==> src/rtl/sc_ctrl_pkg.sv <==
// Shared widths, encodings and types for the single-cycle control decoder.
// Assumes base 32-bit integer instruction field layout.
package sc_ctrl_pkg;

    localparam int OPC_W   = 7;
    localparam int F3_W    = 3;
    localparam int F7_W    = 7;
    localparam int FLAG_W  = 3;
    localparam int ALUOP_W = 4;
    localparam int SEL_W   = 2;
    localparam int IMM_W   = 3;

    // flag bit positions inside alu_flags
    localparam int FL_EQ  = 2;
    localparam int FL_LT  = 1;
    localparam int FL_LTU = 0;

    localparam logic [OPC_W-1:0] OPC_REG    = 7'b0110011;
    localparam logic [OPC_W-1:0] OPC_IMM    = 7'b0010011;
    localparam logic [OPC_W-1:0] OPC_LOAD   = 7'b0000011;
    localparam logic [OPC_W-1:0] OPC_STORE  = 7'b0100011;
    localparam logic [OPC_W-1:0] OPC_BRANCH = 7'b1100011;
    localparam logic [OPC_W-1:0] OPC_JAL    = 7'b1101111;
    localparam logic [OPC_W-1:0] OPC_JALR   = 7'b1100111;
    localparam logic [OPC_W-1:0] OPC_LUI    = 7'b0110111;
    localparam logic [OPC_W-1:0] OPC_AUIPC  = 7'b0010111;

    localparam logic [F7_W-1:0] F7_BASE = 7'b0000000;
    localparam logic [F7_W-1:0] F7_ALT  = 7'b0100000;

    typedef enum logic [3:0] {
        CL_NONE, CL_REG, CL_IMM, CL_LOAD, CL_STORE,
        CL_BRANCH, CL_JAL, CL_JALR, CL_LUI, CL_AUIPC
    } instr_class_e;

    typedef enum logic [ALUOP_W-1:0] {
        OP_ADD = 4'd0, OP_SUB = 4'd1, OP_SLL = 4'd2, OP_SLT = 4'd3,
        OP_SLTU = 4'd4, OP_XOR = 4'd5, OP_SRL = 4'd6, OP_SRA = 4'd7,
        OP_OR = 4'd8, OP_AND = 4'd9
    } alu_op_e;

    typedef enum logic [SEL_W-1:0] {
        SA_RS1 = 2'b00, SA_ZERO = 2'b01, SA_PC = 2'b11
    } src_a_e;

    typedef enum logic [SEL_W-1:0] {
        SB_RS2 = 2'b00, SB_FOUR = 2'b01, SB_IMM = 2'b10
    } src_b_e;

    typedef enum logic [IMM_W-1:0] {
        IMM_I = 3'd0, IMM_S = 3'd1, IMM_B = 3'd2, IMM_U = 3'd3, IMM_J = 3'd4
    } imm_kind_e;

    typedef enum logic [SEL_W-1:0] {
        PCS_NONE = 2'b00, PCS_BRANCH = 2'b01, PCS_JAL = 2'b10, PCS_JALR = 2'b11
    } pcs_e;

    // How the operation decoder picks the ALU operation
    typedef enum logic [1:0] {
        AM_ADD, AM_SUB, AM_REG, AM_IMM
    } alu_mode_e;

    typedef struct packed {
        logic      reg_wr;
        logic      mem_wr;
        src_a_e    src_a;
        src_b_e    src_b;
        logic      result_mem;
        imm_kind_e imm;
        pcs_e      pcs;
        alu_mode_e alu_mode;
    } ctrl_raw_t;

endpackage

==> src/rtl/sc_main_dec.sv <==
// Main decoder: classifies the opcode and produces the raw datapath controls.
// Assumes a purely combinational single-cycle datapath; function fields are
// judged elsewhere, so these controls may still be squashed downstream.
module sc_main_dec
    import sc_ctrl_pkg::*;
(
    input  logic [OPC_W-1:0] opcode,
    output instr_class_e     iclass,
    output ctrl_raw_t        raw
);

    // Map opcode to class and default controls for that class
    always_comb begin
        iclass         = CL_NONE;
        raw.reg_wr     = 1'b0;
        raw.mem_wr     = 1'b0;
        raw.src_a      = SA_RS1;
        raw.src_b      = SB_RS2;
        raw.result_mem = 1'b0;
        raw.imm        = IMM_I;
        raw.pcs        = PCS_NONE;
        raw.alu_mode   = AM_ADD;
        unique case (opcode)
            OPC_REG: begin
                iclass       = CL_REG;
                raw.reg_wr   = 1'b1;
                raw.alu_mode = AM_REG;
            end
            OPC_IMM: begin
                iclass       = CL_IMM;
                raw.reg_wr   = 1'b1;
                raw.src_b    = SB_IMM;
                raw.alu_mode = AM_IMM;
            end
            OPC_LOAD: begin
                iclass         = CL_LOAD;
                raw.reg_wr     = 1'b1;
                raw.src_b      = SB_IMM;
                raw.result_mem = 1'b1;
            end
            OPC_STORE: begin
                iclass     = CL_STORE;
                raw.mem_wr = 1'b1;
                raw.src_b  = SB_IMM;
                raw.imm    = IMM_S;
            end
            OPC_BRANCH: begin
                iclass       = CL_BRANCH;
                raw.imm      = IMM_B;
                raw.pcs      = PCS_BRANCH;
                raw.alu_mode = AM_SUB;
            end
            OPC_JAL: begin
                iclass     = CL_JAL;
                raw.reg_wr = 1'b1;
                raw.src_a  = SA_PC;
                raw.src_b  = SB_FOUR;
                raw.imm    = IMM_J;
                raw.pcs    = PCS_JAL;
            end
            OPC_JALR: begin
                iclass     = CL_JALR;
                raw.reg_wr = 1'b1;
                raw.src_a  = SA_PC;
                raw.src_b  = SB_FOUR;
                raw.pcs    = PCS_JALR;
            end
            OPC_LUI: begin
                iclass     = CL_LUI;
                raw.reg_wr = 1'b1;
                raw.src_a  = SA_ZERO;
                raw.src_b  = SB_IMM;
                raw.imm    = IMM_U;
            end
            OPC_AUIPC: begin
                iclass     = CL_AUIPC;
                raw.reg_wr = 1'b1;
                raw.src_a  = SA_PC;
                raw.src_b  = SB_IMM;
                raw.imm    = IMM_U;
            end
            default: iclass = CL_NONE;
        endcase

        // A jump must compute its link value as PC + 4
        AST_LINK_PC_PLUS4: assert (!(raw.pcs == PCS_JAL || raw.pcs == PCS_JALR)
                                   || (raw.src_a == SA_PC && raw.src_b == SB_FOUR))
            else $error("jump without PC+4 link operands");
        // Unknown opcodes carry no write and no PC change
        AST_NONE_QUIET: assert (iclass != CL_NONE
                                || (!raw.reg_wr && !raw.mem_wr && raw.pcs == PCS_NONE))
            else $error("unknown opcode has side effects");
    end

endmodule

==> src/rtl/sc_op_dec.sv <==
// Operation decoder: picks the ALU operation from funct3/funct7 and judges
// whether the function fields are defined for the instruction class.
// STRICT selects full field checking; otherwise only the class must be known.
module sc_op_dec
    import sc_ctrl_pkg::*;
#(
    parameter bit STRICT = 1'b1
)(
    input  instr_class_e    iclass,
    input  alu_mode_e       alu_mode,
    input  logic [F3_W-1:0] funct3,
    input  logic [F7_W-1:0] funct7,
    output alu_op_e         alu_op,
    output logic            funct_ok
);

    localparam int ALT_BIT = 5;

    logic strict_ok;

    // Translate funct3 plus the alternate bit into an operation
    always_comb begin
        alu_op = OP_ADD;
        unique case (alu_mode)
            AM_ADD: alu_op = OP_ADD;
            AM_SUB: alu_op = OP_SUB;
            AM_REG, AM_IMM: begin
                unique case (funct3)
                    3'b000: alu_op = (alu_mode == AM_REG && funct7[ALT_BIT]) ? OP_SUB : OP_ADD;
                    3'b001: alu_op = OP_SLL;
                    3'b010: alu_op = OP_SLT;
                    3'b011: alu_op = OP_SLTU;
                    3'b100: alu_op = OP_XOR;
                    3'b101: alu_op = funct7[ALT_BIT] ? OP_SRA : OP_SRL;
                    3'b110: alu_op = OP_OR;
                    default: alu_op = OP_AND;
                endcase
            end
            default: alu_op = OP_ADD;
        endcase
    end

    // Judge function-field legality per class under full checking
    always_comb begin
        strict_ok = 1'b0;
        unique case (iclass)
            CL_REG: begin
                if (funct7 == F7_BASE)
                    strict_ok = 1'b1;
                else if (funct7 == F7_ALT)
                    strict_ok = (funct3 == 3'b000) || (funct3 == 3'b101);
            end
            CL_IMM: begin
                if (funct3 == 3'b001)
                    strict_ok = (funct7 == F7_BASE);
                else if (funct3 == 3'b101)
                    strict_ok = (funct7 == F7_BASE) || (funct7 == F7_ALT);
                else
                    strict_ok = 1'b1;
            end
            CL_LOAD:   strict_ok = (funct3 != 3'b011) && (funct3 != 3'b110) && (funct3 != 3'b111);
            CL_STORE:  strict_ok = (funct3 <= 3'b010);
            CL_BRANCH: strict_ok = (funct3 != 3'b010) && (funct3 != 3'b011);
            CL_JALR:   strict_ok = (funct3 == 3'b000);
            CL_JAL, CL_LUI, CL_AUIPC: strict_ok = 1'b1;
            default:   strict_ok = 1'b0;
        endcase
    end

    // Variant choice made at elaboration
    generate
        if (STRICT) begin : g_strict
            assign funct_ok = strict_ok;
        end else begin : g_loose
            assign funct_ok = (iclass != CL_NONE) || strict_ok;
        end
    endgenerate

endmodule

==> src/rtl/sc_pc_logic.sv <==
// PC logic: turns the PC-update category, the branch condition (funct3) and
// the ALU flags {eq, lt, ltu} into the 2-bit next-PC select.
// Bit 1 = base rs1 instead of PC, bit 0 = offset immediate instead of 4.
module sc_pc_logic
    import sc_ctrl_pkg::*;
(
    input  pcs_e              pcs,
    input  logic [F3_W-1:0]   cond,
    input  logic [FLAG_W-1:0] alu_flags,
    output logic [SEL_W-1:0]  pc_sel
);

    logic taken;

    // Evaluate the branch condition against the flags
    always_comb begin
        unique case (cond)
            3'b000:  taken =  alu_flags[FL_EQ];
            3'b001:  taken = !alu_flags[FL_EQ];
            3'b100:  taken =  alu_flags[FL_LT];
            3'b101:  taken = !alu_flags[FL_LT];
            3'b110:  taken =  alu_flags[FL_LTU];
            3'b111:  taken = !alu_flags[FL_LTU];
            default: taken = 1'b0;
        endcase
    end

    // Choose the next-PC base and offset
    always_comb begin
        unique case (pcs)
            PCS_BRANCH: pc_sel = taken ? 2'b01 : 2'b00;
            PCS_JAL:    pc_sel = 2'b01;
            PCS_JALR:   pc_sel = 2'b11;
            default:    pc_sel = 2'b00;
        endcase

        AST_SEQ_WHEN_IDLE: assert (pcs != PCS_NONE || pc_sel == 2'b00)
            else $error("next-PC moved without a category");
        AST_RS1_BASE_JALR: assert (!pc_sel[1] || pcs == PCS_JALR)
            else $error("rs1 base chosen outside jalr");
        AST_JUMP_ALWAYS: assert (pcs != PCS_JAL || pc_sel == 2'b01)
            else $error("jal did not redirect");
    end

endmodule

==> src/rtl/sc_ctrl_unit.sv <==
// Single-cycle control decoder top: main decoder, operation decoder, a squash
// stage for undefined encodings, and the PC logic. No state, no clock.
module sc_ctrl_unit
    import sc_ctrl_pkg::*;
#(
    parameter bit STRICT_DECODE = 1'b1
)(
    input  logic [OPC_W-1:0]   opcode,
    input  logic [F3_W-1:0]    funct3,
    input  logic [F7_W-1:0]    funct7,
    input  logic [FLAG_W-1:0]  alu_flags,
    output logic               reg_wr,
    output logic               mem_wr,
    output logic [SEL_W-1:0]   src_a_sel,
    output logic [SEL_W-1:0]   src_b_sel,
    output logic [ALUOP_W-1:0] alu_op,
    output logic               result_sel,
    output logic [IMM_W-1:0]   imm_kind,
    output logic [SEL_W-1:0]   pcs,
    output logic [SEL_W-1:0]   pc_sel
);

    instr_class_e iclass;
    ctrl_raw_t    raw;
    alu_op_e      op_raw;
    logic         funct_ok;
    pcs_e         pcs_q;

    sc_main_dec u_main (
        .opcode (opcode),
        .iclass (iclass),
        .raw    (raw)
    );

    sc_op_dec #(.STRICT(STRICT_DECODE)) u_op (
        .iclass   (iclass),
        .alu_mode (raw.alu_mode),
        .funct3   (funct3),
        .funct7   (funct7),
        .alu_op   (op_raw),
        .funct_ok (funct_ok)
    );

    // Squash every control of an undefined encoding to the idle value
    always_comb begin
        reg_wr     = funct_ok & raw.reg_wr;
        mem_wr     = funct_ok & raw.mem_wr;
        src_a_sel  = funct_ok ? raw.src_a : SA_RS1;
        src_b_sel  = funct_ok ? raw.src_b : SB_RS2;
        alu_op     = funct_ok ? op_raw : OP_ADD;
        result_sel = funct_ok & raw.result_mem;
        imm_kind   = funct_ok ? raw.imm : IMM_I;
        pcs_q      = funct_ok ? raw.pcs : PCS_NONE;
        pcs        = pcs_q;

        AST_ONE_WRITER: assert (!(reg_wr && mem_wr))
            else $error("two architectural writes");
    end

    sc_pc_logic u_pc (
        .pcs       (pcs_q),
        .cond      (funct3),
        .alu_flags (alu_flags),
        .pc_sel    (pc_sel)
    );

endmodule

==> config.mk <==
export PLATFORM = sky130hd
export DESIGN_NAME = sc_ctrl_unit
export DESIGN_NICKNAME = d
export VERILOG_FILES = /design/src/rtl/sc_ctrl_pkg.sv /design/src/rtl/sc_main_dec.sv /design/src/rtl/sc_op_dec.sv /design/src/rtl/sc_pc_logic.sv /design/src/rtl/sc_ctrl_unit.sv
export SDC_FILE = /design/constraint.sdc
export NUM_CORES = 1
export LEC_CHECK = 0
export BUFFER_PORTS_ARGS = -buffer_cell sky130_fd_sc_hd__buf_2
export CELL_PAD_IN_SITES_DETAIL_PLACEMENT = 1
export CELL_PAD_IN_SITES_GLOBAL_PLACEMENT = 2
export CORE_MARGIN = 4
export CORE_UTILIZATION = 23
export DETAILED_ROUTE_END_ITERATION = 7
export GPL_TIMING_DRIVEN = 0
export PLACE_DENSITY = 0.93
export SLEW_MARGIN = 10
export SYNTH_ARGS = -nofsm -noshare
export SYNTH_HDL_FRONTEND = slang
export SYNTH_SLANG_ARGS = --single-unit
==> constraint.sdc <==
create_clock -name vclk -period 5
set_input_delay 1 -clock vclk [all_inputs]
set_output_delay 1 -clock vclk [all_outputs]
set_load 0.01 [all_outputs]
==> Implementation_results.wiki <==
{| class="wikitable"
! Metric !! Value
|-
| Cell at the slowest stage of the critical path || sky130_fd_sc_hd__nor4_1
|-
| Top-count cell post-synth || sky130_fd_sc_hd__nor2_1
|-
| Number of nets in the layout || 149
|-
| Signal arrival time at the worst endpoint || 3.12 ns
|-
| Final critical-path share of the clock period || 82.3%
|-
| Synthesized net count || 111
|-
| Total number of vias || 834
|-
| Antenna cell count || 0
|-
| GRT Overall Usage || 12.9%
|-
| Fillers || 322
|-
| Overall routed net length || 2210 µm
|-
| Leakage component of the power || 0.000353 µW
|-
| Unrepaired setup endpoints after global routing || no
|-
| Final weighted congestion of routability-driven global placement || 0.781
|-
| Global-route wire length before repair || 3660 µm
|-
| Sequential cell area fraction in the yosys report || 0%
|-
| Syn Inst Count || 91
|-
| CP Class || input pin to output port
|-
| Post-synth design cell area || 574 µm²
|-
| Fraction of layout instances using a drive strength above 1 || 32.3%
|-
| Number of antenna violations at the first check in global routing || 0
|-
| Hold depth || 4
|-
| Status || finished clean
|-
| DP Area || 790 µm²
|-
| Area leader, netlist || sky130_fd_sc_hd__nor2b_1
|-
| Most frequent cells after synthesis || sky130_fd_sc_hd__nor2_1 (10), sky130_fd_sc_hd__nor2b_1 (8), sky130_fd_sc_hd__o21ai_0 (8), sky130_fd_sc_hd__clkbuf_1 (6), sky130_fd_sc_hd__nand2_1 (6)
|-
| Length of the first detailed-routing pass in iterations || 4
|-
| Area overhead of the layout relative to synthesis || 37.5%
|-
| Count of endpoints failing setup in the final report || 0
|-
| Post-route cell area || 790 µm²
|-
| Critical path, cell by cell || buf_2 -> nand2_1 -> nor4_1 -> o221ai_2 -> a2111oi_4 -> and3b_1 -> buf_2
|-
| Flip-flop and latch count || 0
|-
| Number of placed I/O pins || 38
|-
| Die X || 58.0 µm
|-
| Yosys warnings || 0
|-
| Syn avg cell area || 6.31 µm²
|-
| HPWL Detailed || 1850 µm
|-
| Number of global-route vias before repair || 841
|-
| Pre-CTS WS || 0.897 ns
|-
| Average detailed-routed wire length per instance || 14.3 µm
|-
| Hold buffer count at CTS || 0
|-
| Die Outline Area || 3360 µm²
|-
| Std-Cell Core Area || 2300 µm²
|-
| Rel. slew slack || 46.3%
|-
| Maximum clock frequency || 0.243 GHz
|-
| Average via count per standard cell || 5.38
|-
| Worst endpoint required time || 4.00 ns
|-
| Synth unique cells || 36
|-
| Multi-input combinational cell area || 529 µm²
|-
| Final setup TNS || 0 ns
|-
| CP endpoint kind || output port
|-
| End point of the worst hold path || imm_kind[2]
|-
| Critical Path Fanout Max || 8
|-
| Starting utilization of the core area || 25.0%
|-
| PortBufs || 36
|-
| Total congestion overflow after global routing || 0
|-
| Synth top area cells || sky130_fd_sc_hd__nor2b_1 (8.7%), sky130_fd_sc_hd__o21ai_0 (7.0%), sky130_fd_sc_hd__nor2_1 (6.5%), sky130_fd_sc_hd__a2111oi_4 (4.8%), sky130_fd_sc_hd__a21oi_1 (4.4%)
|-
| Height of the die || 58.0 µm
|-
| Setup fix buffers added after clock tree synthesis || 0
|-
| IR drop worst, VDD || 22.8 µV
|-
| Startpoint of the worst hold path || opcode[3]
|-
| Pwr Density || 54.7 nW/µm²
|-
| Final number of max-transition violations || 0
|-
| Tightest Hold Check Type || input pin to output port
|-
| Transition time of the tightest slew-check pin || 0.798 ns
|-
| Worst Setup Start Kind || input pin
|-
| Number of hold-slack violations in the final timing report || 0
|-
| Clock buf count || 0
|-
| Violation count after the first detailed-routing iteration || 20
|-
| Max-cap viol count || 0
|-
| Number of remaining DRC errors || 0
|-
| Final period demand of the worst path || 4.12 ns
|-
| Number of cell rows || 17
|-
| CP dominant cell by count || sky130_fd_sc_hd__buf_2
|-
| Area share of the largest cell type after synthesis || 8.71%
|-
| Crit path setup slack, layout || 0.883 ns
|-
| Pin count of the biggest net entering global routing || 11
|-
| Routed Antenna Nets || 0
|-
| Stage delay of the slowest cell on the critical path || 0.64 ns
|-
| Post-cts resize count || 0
|-
| Design Power || 43.2 µW
|-
| Storage cell area || 0 µm²
|}
[cell type report]
class	count	area share (%)
repair buffers	36	22.8
plain buffers	7	4.28
multi-input cells	81	67.0
inverters	3	1.43
well taps	28	4.44
[through the flow]
step	hold WS [ns]	utilization [%]	cells
2_1_floorplan	2.09	-	91
3_3_place_gp	2.39	34.4	155
3_5_place_dp	2.39	34.4	155
4_1_cts	2.39	34.4	155
5_1_grt	2.43	34.4	155
6_report	2.38	34.4	155
[cells by family after synthesis]
family | synth area share (%)
AND/OR/NAND/NOR | 44.7
buffers and inverters | 7.84
multiplexers | 1.74
AO/OA/AOI/OAI | 41.2
XOR/XNOR | 4.58
[critical path: cells and delay by family]
kind	cells	cell delay, ns
compound gates	2	0.80
buf+inv	2	0.22
simple gates	3	1.10
[placed cells by master, fill, tap and decap left out, drive strengths merged, types with 2 or more instances in the layout]
cell,synthesis,routed
buf,1,37
nor2,10,10
nor2b,8,8
o21ai,8,8
clkbuf,6,6
nand2,6,6
a21oi,6,6
and2,3,3
nor4,3,3
a211oi,3,3
nand3,3,3
nor3,3,3
inv,3,3
o21a,3,3
a2111oi,3,3
nand4,2,2
xor2,2,2
o22ai,2,2
or4,2,2
[power by group]
group / switching [µW] / total, µW / leakage [µW] / internal (µW)
Sequential: 0 / 0 / 0 / 0
Clock: 0 / 0 / 0 / 0
Combinational: 25.9 / 43.2 / 0.000353 / 17.3
Total: 25.9 / 43.2 / 0.000353 / 17.3
[worst max-delay path by stage]
stage	to	start	slack, ns
floorplan	reg_wr	opcode[6]	1.32
global placement	reg_wr	opcode[1]	0.93
detailed placement	reg_wr	opcode[1]	0.90
CTS	reg_wr	opcode[1]	0.89
global route	alu_op[1]	opcode[2]	0.70
finish	reg_wr	opcode[1]	0.88
[per-layer routing]
metal	track usage [%]	vias to the layer above	wire length [µm]
li1	-	419	-
met1	17.0	393	958
met2	24.0	22	1110
met3	1.11	0	146
met4	0	0	0
met5	0	-	0
No activity file was read; power rests on OpenSTA's default activity.
